--- config.mk ---
export PLATFORM = sky130hd
export DESIGN_NAME = sdr_cmd_seq
export DESIGN_NICKNAME = d
export VERILOG_FILES = /design/src/rtl/sdr_seq_pkg.sv /design/src/rtl/sdr_ref_timer.sv /design/src/rtl/sdr_rd_window.sv /design/src/rtl/sdr_cmd_seq.sv
export SDC_FILE = /design/constraint.sdc
export NUM_CORES = 1
export LEC_CHECK = 0
export ABC_AREA = 1
export BUFFER_PORTS_ARGS = -buffer_cell sky130_fd_sc_hd__buf_2
export CORE_UTILIZATION = 31
export CTS_CLUSTER_SIZE = 10
export DETAILED_ROUTE_END_ITERATION = 6
export HOLD_SLACK_MARGIN = 0.06
export PLACE_DENSITY_LB_ADDON = 0.3
export SLEW_MARGIN = 15
export SYNTH_ARGS = -nofsm -noshare
export SYNTH_HDL_FRONTEND = slang
export SYNTH_HIERARCHICAL = 1
export SYNTH_SLANG_ARGS = --single-unit
--- constraint.sdc ---
create_clock -name clk -period 2.65 [get_ports clk]
set_input_delay 0.53 -clock clk [delete_from_list [all_inputs] [get_ports clk]]
set_output_delay 0.53 -clock clk [all_outputs]
set_load 0.05 [all_outputs]
--- src/rtl/sdr_seq_pkg.sv ---
package sdr_seq_pkg;

    localparam int BA_W  = 2;
    localparam int ROW_W = 13;
    localparam int COL_W = 10;
    localparam int AP_POS = 10;
    localparam logic [ROW_W-1:0] AP_MASK = ROW_W'(1) << AP_POS;

    typedef struct packed {
        logic cs_n;
        logic ras_n;
        logic cas_n;
        logic we_n;
    } sd_cmd_t;

    localparam sd_cmd_t CMD_NOP = '{1'b0, 1'b1, 1'b1, 1'b1};
    localparam sd_cmd_t CMD_ACT = '{1'b0, 1'b0, 1'b1, 1'b1};
    localparam sd_cmd_t CMD_RD  = '{1'b0, 1'b1, 1'b0, 1'b1};
    localparam sd_cmd_t CMD_WR  = '{1'b0, 1'b1, 1'b0, 1'b0};
    localparam sd_cmd_t CMD_PRE = '{1'b0, 1'b0, 1'b1, 1'b0};
    localparam sd_cmd_t CMD_REF = '{1'b0, 1'b0, 1'b0, 1'b1};
    localparam sd_cmd_t CMD_MRS = '{1'b0, 1'b0, 1'b0, 1'b0};

    typedef enum logic [3:0] {
        ST_PWR, ST_IPRE, ST_EMRS, ST_MRS, ST_IREF,
        ST_IDLE, ST_RW, ST_PRE, ST_REF
    } seq_st_t;

    typedef struct packed {
        logic             wr;
        logic             ap;
        logic [BA_W-1:0]  bank;
        logic [COL_W-1:0] col;
    } host_req_t;

    // clock cycles one burst occupies on the data bus
    function automatic logic [2:0] burst_beats(input logic [1:0] code);
        case (code)
            2'd0:    return 3'd1;
            2'd1:    return 3'd2;
            default: return 3'd4;
        endcase
    endfunction

    function automatic logic [ROW_W-1:0] mode_word(input logic cl_half,
                                                   input logic [1:0] code);
        logic [2:0] bl_f;
        logic [2:0] cl_f;
        case (code)
            2'd0:    bl_f = 3'b001;
            2'd1:    bl_f = 3'b010;
            default: bl_f = 3'b011;
        endcase
        cl_f = cl_half ? 3'b110 : 3'b010;
        return {6'b0, cl_f, 1'b0, bl_f};
    endfunction

endpackage

--- src/rtl/sdr_ref_timer.sv ---
module sdr_ref_timer #(
    parameter int REFI_CYCLES = 1950
) (
    input  logic clk,
    input  logic rst,
    input  logic en,
    input  logic ack,
    output logic pend
);
    localparam int TW = $clog2(REFI_CYCLES + 1);

    logic [TW-1:0] cnt;
    logic          wrap;

    assign wrap = (cnt == TW'(REFI_CYCLES - 1));

    always_ff @(posedge clk) begin
        if (rst || !en) begin
            cnt  <= '0;
            pend <= 1'b0;
        end else begin
            cnt  <= wrap ? '0 : cnt + 1'b1;
            pend <= (pend && !ack) || wrap;
        end
    end


    pend_hold_chk: assert property (@(posedge clk) disable iff (rst)
        (en && pend && !ack) |=> pend);

endmodule

--- src/rtl/sdr_rd_window.sv ---
module sdr_rd_window (
    input  logic       clk,
    input  logic       rst,
    input  logic       fire,
    input  logic       cl_half,
    input  logic [2:0] beats,
    output logic       rd_valid,
    output logic       rd_late
);
    logic       armed;
    logic [1:0] lat;
    logic [2:0] left;
    logic       start;

    assign start = armed && (lat == 2'd0);

    always_ff @(posedge clk) begin
        if (rst) begin
            armed    <= 1'b0;
            lat      <= '0;
            left     <= '0;
            rd_valid <= 1'b0;
            rd_late  <= 1'b0;
        end else begin
            if (fire) begin
                armed <= 1'b1;
                lat   <= cl_half ? 2'd2 : 2'd1;
            end else if (armed) begin
                if (lat != 2'd0) lat <= lat - 2'd1;
                else             armed <= 1'b0;
            end
            if (start) begin
                rd_valid <= 1'b1;
                rd_late  <= cl_half;
                left     <= beats - 3'd1;
            end else if (rd_valid) begin
                if (left == 3'd0) begin
                    rd_valid <= 1'b0;
                    rd_late  <= 1'b0;
                end else begin
                    left <= left - 3'd1;
                end
            end
        end
    end


    late_in_window_chk: assert property (@(posedge clk) disable iff (rst)
        rd_late |-> rd_valid);


    window_follows_fire_chk: assert property (@(posedge clk) disable iff (rst)
        $rose(rd_valid) |-> !fire);

endmodule

--- src/rtl/sdr_cmd_seq.sv ---
module sdr_cmd_seq
    import sdr_seq_pkg::*;
#(
    parameter int INIT_CYCLES = 50000,
    parameter int REFI_CYCLES = 1950,
    parameter int TRCD        = 3,
    parameter int TRP         = 3,
    parameter int TRFC        = 19,
    parameter int TMRD        = 2,
    parameter int TWR         = 2
) (
    input  logic             clk,
    input  logic             rst,
    input  logic             cfg_cl_half,
    input  logic [1:0]       cfg_bl,
    input  logic             req_valid,
    input  logic             req_write,
    input  logic             req_ap,
    input  logic [BA_W-1:0]  req_bank,
    input  logic [ROW_W-1:0] req_row,
    input  logic [COL_W-1:0] req_col,
    output logic             req_ready,
    output logic             req_done,
    output logic             sd_cke,
    output logic             sd_cs_n,
    output logic             sd_ras_n,
    output logic             sd_cas_n,
    output logic             sd_we_n,
    output logic [BA_W-1:0]  sd_ba,
    output logic [ROW_W-1:0] sd_addr,
    output logic             rd_valid,
    output logic             rd_late
);
    localparam int CW = $clog2(INIT_CYCLES + REFI_CYCLES + TRFC + 64);

    seq_st_t          st;
    logic [CW-1:0]    gap;
    logic             iref_second;
    host_req_t        cur;
    host_req_t        in_req;
    sd_cmd_t          cmd_q;
    logic [BA_W-1:0]  ba_q;
    logic [ROW_W-1:0] addr_q;
    logic             cke_q;
    logic             done_q;
    logic             ref_pend;
    logic             ref_ack;
    logic             init_done;
    logic             fire_rd;
    logic [2:0]       nbeats;
    logic [CW-1:0]    rw_gap;

    assign in_req    = '{wr: req_write, ap: req_ap, bank: req_bank, col: req_col};
    assign nbeats    = burst_beats(cfg_bl);
    assign init_done = st inside {ST_IDLE, ST_RW, ST_PRE, ST_REF};
    assign req_ready = (st == ST_IDLE) && (gap == '0) && !ref_pend;
    assign ref_ack   = (st == ST_REF) && (gap == '0);
    assign fire_rd   = (st == ST_RW) && (gap == '0) && !cur.wr;

    always_comb begin
        rw_gap = CW'(nbeats) - CW'(1);
        if (cur.wr) rw_gap = rw_gap + CW'(TWR);
        if (cur.ap) rw_gap = rw_gap + CW'(TRP);
    end

    always_ff @(posedge clk) begin
        if (rst) begin
            st          <= ST_PWR;
            gap         <= CW'(INIT_CYCLES - 1);
            iref_second <= 1'b0;
            cur         <= '0;
            cmd_q       <= CMD_NOP;
            ba_q        <= '0;
            addr_q      <= '0;
            cke_q       <= 1'b0;
            done_q      <= 1'b0;
        end else begin
            cmd_q  <= CMD_NOP;
            done_q <= 1'b0;
            if (gap != '0) begin
                gap <= gap - 1'b1;
            end else begin
                case (st)
                    ST_PWR: begin
                        cke_q <= 1'b1;
                        st    <= ST_IPRE;
                    end
                    ST_IPRE: begin
                        cmd_q  <= CMD_PRE;
                        ba_q   <= '0;
                        addr_q <= AP_MASK;
                        gap    <= CW'(TRP - 1);
                        st     <= ST_EMRS;
                    end
                    ST_EMRS: begin
                        cmd_q  <= CMD_MRS;
                        ba_q   <= BA_W'(1);
                        addr_q <= '0;
                        gap    <= CW'(TMRD - 1);
                        st     <= ST_MRS;
                    end
                    ST_MRS: begin
                        cmd_q  <= CMD_MRS;
                        ba_q   <= '0;
                        addr_q <= mode_word(cfg_cl_half, cfg_bl);
                        gap    <= CW'(TMRD - 1);
                        st     <= ST_IREF;
                    end
                    ST_IREF: begin
                        cmd_q       <= CMD_REF;
                        gap         <= CW'(TRFC - 1);
                        iref_second <= 1'b1;
                        if (iref_second) st <= ST_IDLE;
                    end
                    ST_IDLE: begin
                        if (ref_pend) begin
                            cmd_q  <= CMD_PRE;
                            addr_q <= AP_MASK;
                            gap    <= CW'(TRP - 1);
                            st     <= ST_REF;
                        end else if (req_valid) begin
                            cmd_q  <= CMD_ACT;
                            ba_q   <= req_bank;
                            addr_q <= req_row;
                            cur    <= in_req;
                            gap    <= CW'(TRCD - 1);
                            st     <= ST_RW;
                        end
                    end
                    ST_RW: begin
                        cmd_q  <= cur.wr ? CMD_WR : CMD_RD;
                        ba_q   <= cur.bank;
                        addr_q <= ROW_W'(cur.col) | (cur.ap ? AP_MASK : '0);
                        done_q <= 1'b1;
                        gap    <= rw_gap;
                        st     <= cur.ap ? ST_IDLE : ST_PRE;
                    end
                    ST_PRE: begin
                        cmd_q  <= CMD_PRE;
                        ba_q   <= cur.bank;
                        addr_q <= '0;
                        gap    <= CW'(TRP - 1);
                        st     <= ST_IDLE;
                    end
                    ST_REF: begin
                        cmd_q <= CMD_REF;
                        gap   <= CW'(TRFC - 1);
                        st    <= ST_IDLE;
                    end
                    default: st <= ST_PWR;
                endcase
            end
        end
    end

    sdr_ref_timer #(.REFI_CYCLES(REFI_CYCLES)) u_ref_timer (
        .clk  (clk),
        .rst  (rst),
        .en   (init_done),
        .ack  (ref_ack),
        .pend (ref_pend)
    );

    sdr_rd_window u_rd_window (
        .clk      (clk),
        .rst      (rst),
        .fire     (fire_rd),
        .cl_half  (cfg_cl_half),
        .beats    (nbeats),
        .rd_valid (rd_valid),
        .rd_late  (rd_late)
    );

    assign sd_cke   = cke_q;
    assign sd_cs_n  = cmd_q.cs_n;
    assign sd_ras_n = cmd_q.ras_n;
    assign sd_cas_n = cmd_q.cas_n;
    assign sd_we_n  = cmd_q.we_n;
    assign sd_ba    = ba_q;
    assign sd_addr  = addr_q;
    assign req_done = done_q;

    // bus-side age counters used only by the checks below
    logic [3:0] act_age;
    logic [3:0] pre_all_age;

    always_ff @(posedge clk) begin
        if (rst) begin
            act_age     <= '0;
            pre_all_age <= '0;
        end else begin
            if (cmd_q == CMD_ACT)  act_age <= 4'd1;
            else if (act_age != 4'hF) act_age <= act_age + 4'd1;
            if (cmd_q == CMD_PRE && addr_q[AP_POS]) pre_all_age <= 4'd1;
            else if (pre_all_age != 4'hF) pre_all_age <= pre_all_age + 4'd1;
        end
    end


    trcd_gap_chk: assert property (@(posedge clk) disable iff (rst)
        (cmd_q == CMD_RD || cmd_q == CMD_WR) |-> act_age >= 4'(TRCD));


    ref_after_pre_chk: assert property (@(posedge clk) disable iff (rst)
        (cmd_q == CMD_REF) |-> pre_all_age >= 4'(TRP));


    done_with_cmd_chk: assert property (@(posedge clk) disable iff (rst)
        req_done |-> (cmd_q == CMD_RD || cmd_q == CMD_WR));


    cke_low_quiet_chk: assert property (@(posedge clk) disable iff (rst)
        !sd_cke |-> (!req_ready && cmd_q == CMD_NOP));

endmodule

==> impl_metrics.prom <==
# TYPE chip_impl_metric gauge
chip_impl_metric{name="hold_viol",unit=""} 0
chip_impl_info{name="timing.critical_path.max_delay_family",value="simple AND/OR/NAND/NOR gates"} 1
chip_impl_info{name="status",value="completed"} 1
chip_impl_info{name="hold_path_class",value="input pin to register"} 1
chip_impl_metric{name="total_placed_cells_including_tap_cells",unit=""} 846
chip_impl_metric{name="worst_slew_pin_slew",unit="ns"} 0.560
chip_impl_metric{name="power.share.switching",unit=""} 0.206
chip_impl_metric{name="synth_top_area_share",unit=""} 0.362
chip_impl_metric{name="htree_levels",unit=""} 3
chip_impl_info{name="hold_end",value="cur[0]$_SDFFE_PP0P_"} 1
chip_impl_metric{name="reg2reg_setup_slack",unit="ns"} 0.43
chip_impl_info{name="synth.top_cells.by_area",value="sky130_fd_sc_hd__dfxtp_1 36%, sky130_fd_sc_hd__nand2_1 14%, sky130_fd_sc_hd__nor2_1 11%"} 1
chip_impl_info{name="mostFrequentLayoutCells",value="159 x sky130_fd_sc_hd__nand2_1, 116 x sky130_fd_sc_hd__nor2_1, 75 x sky130_fd_sc_hd__dfxtp_1"} 1
chip_impl_metric{name="detail_route.wl_per_cell",unit="um"} 12.4
chip_impl_info{name="worstSetupStartpointType",value="register"} 1
chip_impl_info{name="critical_path.slowest_cell",value="sky130_fd_sc_hd__dfxtp_1"} 1
chip_impl_metric{name="ratio_of_cells_with_drive_above_1_in_the_final_layout",unit=""} 0.154
chip_impl_metric{name="finalClockSkew",unit="ns"} 0.00758
chip_impl_metric{name="post_cts_resize_count",unit=""} 0
chip_impl_metric{name="syn_area_per_cell",unit="um2"} 6.63
chip_impl_metric{name="post_drt_via_cell_ratio",unit=""} 4.71
chip_impl_metric{name="critical_path_required",unit="ns"} 2.12
chip_impl_metric{name="postCtsHoldBufs",unit=""} 0
chip_impl_metric{name="setup_slack",unit="ns"} 0.185
chip_impl_metric{name="combPwrFrac",unit=""} 0.042
chip_impl_metric{name="dp_hpwl",unit="um"} 8140
chip_impl_metric{name="cts_max_path_buffers",unit=""} 2
chip_impl_info{name="setup.worst_path.class",value="register to output port"} 1
chip_impl_metric{name="source_to_sink_clock_delay_at_the_later_pin_of_the_worst_skew_pair",unit="ns"} 0.34
chip_impl_metric{name="p_int",unit="mW"} 2.02
chip_impl_metric{name="clkSinkCount",unit=""} 75
chip_impl_info{name="crit_path_end_kind",value="output port"} 1
chip_impl_metric{name="starting_density_of_the_core",unit=""} 0.323
chip_impl_metric{name="fp.dieH",unit="um"} 118
chip_impl_metric{name="finalNetCount",unit=""} 730
chip_impl_metric{name="dieWidth",unit="um"} 118
chip_impl_metric{name="remaining_max_slew_budget_at_the_tightest_pin",unit=""} 0.624
chip_impl_metric{name="switching_power",unit="mW"} 0.525
chip_impl_metric{name="overflow",unit=""} 0
chip_impl_metric{name="peakVddDrop",unit="V"} 0.000290
chip_impl_metric{name="synth_seq_area_share",unit=""} 0.362
chip_impl_metric{name="clk_slew_on_worst_s_h_paths",unit="ns"} 0.06
chip_impl_metric{name="area.growth.synth_to_final",unit="%"} 18.3
chip_impl_metric{name="number_of_design_rule_violations_left_after_detail_routing",unit=""} 0
chip_impl_metric{name="synth-seq-cells",unit=""} 75
chip_impl_metric{name="r2r_cells",unit=""} 12
chip_impl_metric{name="inserted_clock_buffers",unit=""} 9
chip_impl_info{name="area_leader_netlist",value="sky130_fd_sc_hd__dfxtp_1"} 1
chip_impl_metric{name="finished_core_util",unit=""} 0.382
chip_impl_metric{name="grt_pass1_wl",unit="um"} 18100
chip_impl_metric{name="gp_congestion",unit=""} 0.915
chip_impl_info{name="rsz0062_at_grt",value="no"} 1
chip_impl_metric{name="routed-via-count",unit=""} 4059
chip_impl_metric{name="ant_nets",unit=""} 0
chip_impl_metric{name="critPathArrivalTime",unit="ns"} 1.93
chip_impl_metric{name="holdPathStages",unit=""} 3
chip_impl_metric{name="max_freq",unit="MHz"} 406
chip_impl_metric{name="clkPwrFrac",unit=""} 0.513
chip_impl_metric{name="finalSetupTns",unit="ns"} 0
chip_impl_metric{name="seq_power_share",unit=""} 0.446
chip_impl_metric{name="syn-instance-count",unit=""} 625
chip_impl_info{name="layout.cells.most_common",value="sky130_fd_sc_hd__nand2_1"} 1
chip_impl_metric{name="setup_violations",unit=""} 0
chip_impl_metric{name="die_area",unit="um2"} 13800
chip_impl_metric{name="synth.distinct_cells",unit=""} 39
chip_impl_metric{name="cts.repair_timing.setup_buffer_count",unit=""} 0
chip_impl_info{name="origin_of_the_worst_min_delay_path",value="req_col[0]"} 1
chip_impl_info{name="cp_cell_sequence",value="inv_1, ha_1, nand2_1, nor2_1, nand2_4, nor2_8, buf_2"} 1
chip_impl_info{name="rr_startpoint",value="gap[0]$_SDFFE_PP1P_"} 1
chip_impl_metric{name="power.density_cell_area",unit="nW/um2"} 519
chip_impl_metric{name="yosys_warnings",unit=""} 6
chip_impl_metric{name="design.portCount",unit=""} 57
chip_impl_metric{name="coreArea",unit="um2"} 12800
chip_impl_info{name="crit-reg2reg-capture",value="u_rd_window/lat[0]$_SDFFE_PP0P_"} 1
chip_impl_metric{name="critical_path_buf_inv_count",unit=""} 2
chip_impl_metric{name="slowest_delay",unit="ns"} 0.32
chip_impl_metric{name="firstDrtPassIters",unit=""} 5
chip_impl_metric{name="crit_fanout",unit=""} 17
chip_impl_metric{name="maximum_number_of_pins_on_one_net_before_global_route_repair",unit=""} 18
chip_impl_metric{name="first_global_vias",unit=""} 3796
chip_impl_metric{name="synthesis.area",unit="um2"} 4150
chip_impl_metric{name="instances_no_fill",unit=""} 861
chip_impl_metric{name="antenna_diode_count",unit=""} 0
chip_impl_metric{name="final_max_slew_viols",unit=""} 0
chip_impl_metric{name="finalWirelength",unit="um"} 10700
chip_impl_metric{name="grt_antenna_before_repair",unit=""} 0
chip_impl_info{name="tritoncts",value="done"} 1
chip_impl_info{name="buffer_type_at_the_clock_tree_root",value="sky130_fd_sc_hd__clkbuf_16"} 1
chip_impl_metric{name="rows",unit=""} 41
chip_impl_metric{name="min_cycle_time_layout",unit="ns"} 2.46
chip_impl_metric{name="report.power.total",unit="mW"} 2.54
chip_impl_metric{name="final.period_utilization",unit=""} 0.930
chip_impl_metric{name="dp_worst_setup_slack",unit="ns"} 0.469
chip_impl_metric{name="cap_viol_max_count",unit=""} 0
chip_impl_metric{name="io_buffers",unit=""} 55
chip_impl_metric{name="p_leak",unit="nW"} 2.22
chip_impl_metric{name="grt_use_total",unit=""} 0.164
chip_impl_metric{name="dr.first_iter.drc_count",unit=""} 256
-- cell families (layout without fill, tap and decap cells) --
| group | count (synthesis) | count (layout) | share of synthesized area |
|---|---|---|---|
| AO/OA/AOI/OAI | 86 | 86 | 0.115 |
| XOR/XNOR | 12 | 12 | 0.0254 |
| adder cells (fa/ha/maj) | 12 | 12 | 0.0362 |
| buffers and inverters | 84 | 142 | 0.0857 |
| flip-flops | 75 | 75 | 0.362 |
| multiplexers | 1 | 1 | 0.00241 |
| other | 2 | 8 | 0.00181 |
| AND/OR/NAND/NOR | 353 | 353 | 0.371 |
-- registers in the layout, summed over array words and instances (netlist names) --
name                  cells
cur                      14
gap                      16
iref_second               1
req_done                  1
sd_addr                  13
sd_ba                     2
sd_cas_n                  1
sd_cke                    1
sd_ras_n                  1
sd_we_n                   1
st                        4
u_rd_window/armed         1
u_rd_window/lat           2
u_rd_window/left          3
u_rd_window/rd_late       1
u_rd_window/rd_valid      1
u_ref_timer/cnt          11
u_ref_timer/pend          1
-- Yosys cell counts (all sizes together) --
master and n:
a211oi 3, a21boi 1, a21oi 33, a22o 1
and2 1, buf 10, clkbuf 7, clkinv 2
conb 2, dfxtp 75, ha 12, inv 65
mux2i 1, nand2 169, nand3 45, nand3b 1
nand4 4, nor2 128, nor3 3, o211ai 5
o21a 3, o21ai 38, o21bai 2, or2 2
xnor2 4, xor2 8
-- layer usage --
metal / up-vias / GRT usage / part of all wire
met2: 108 / 0.269 / 0.46
met4: 0 / 0.0769 / 0.029
met3: 22 / 0.0349 / 0.051
met5: - / 0 / 0
met1: 1845 / 0.202 / 0.46
li1: 2084 / - / -
-- power groups by stage --
stage | registers (mW) | clock network, mW | logic [mW]
after floorplan | 1.16 | 0 | 0.0596
after global placement | 1.16 | 0 | 0.102
after detailed placement | 1.16 | 0 | 0.104
after CTS | 1.13 | 1.33 | 0.105
after global routing | 1.13 | 1.38 | 0.119
final | 1.13 | 1.30 | 0.106
-- final cells by class --
class | count | area (um2)
multi-input combinational | 472 | 2310
tap | 172 | 215
inverter | 67 | 253
clock buffer | 13 | 250
timing repair buffer | 60 | 313
fill | 1360 | 7920
sequential | 75 | 1500
clock inverter | 2 | 60.1
-- stage by stage --
stage                     cell area [um2]  hold WS, ns
final                                4900        0.426
after global routing                 4900        0.432
after CTS                            4900        0.416
after detailed placement             4590        0.455
after global placement               4590        0.446
after floorplan                      4170        0.433
-- worst max-delay path by stage --
stage	from	cells after the start	endpoint	slack (ns)
after floorplan	cfg_bl[1]	9	gap[4]$_SDFFE_PP0P_	0.59
after global placement	cfg_bl[0]	10	gap[4]$_SDFFE_PP0P_	0.53
after detailed placement	cfg_bl[0]	10	gap[4]$_SDFFE_PP0P_	0.47
after CTS	gap[0]$_SDFFE_PP1P_	7	req_ready	0.20
after global routing	gap[0]$_SDFFE_PP1P_	7	req_ready	0.04
final	gap[0]$_SDFFE_PP1P_	7	req_ready	0.19
-- worst reg2reg max path, cell delays in order (launching register included) --
cell and delay (ns):
sky130_fd_sc_hd__dfxtp_1 0.32, sky130_fd_sc_hd__inv_1 0.10, sky130_fd_sc_hd__ha_1 0.17, sky130_fd_sc_hd__nand2_1 0.07, sky130_fd_sc_hd__nor2_1 0.27, sky130_fd_sc_hd__nand2_4 0.22
sky130_fd_sc_hd__nor2_1 0.20, sky130_fd_sc_hd__inv_2 0.07, sky130_fd_sc_hd__nor2_1 0.22, sky130_fd_sc_hd__nand2_1 0.10, sky130_fd_sc_hd__o21ai_0 0.09, sky130_fd_sc_hd__o21ai_0 0.13
sky130_fd_sc_hd__and2_1 0.15
Power figures use the tool's default switching activity.
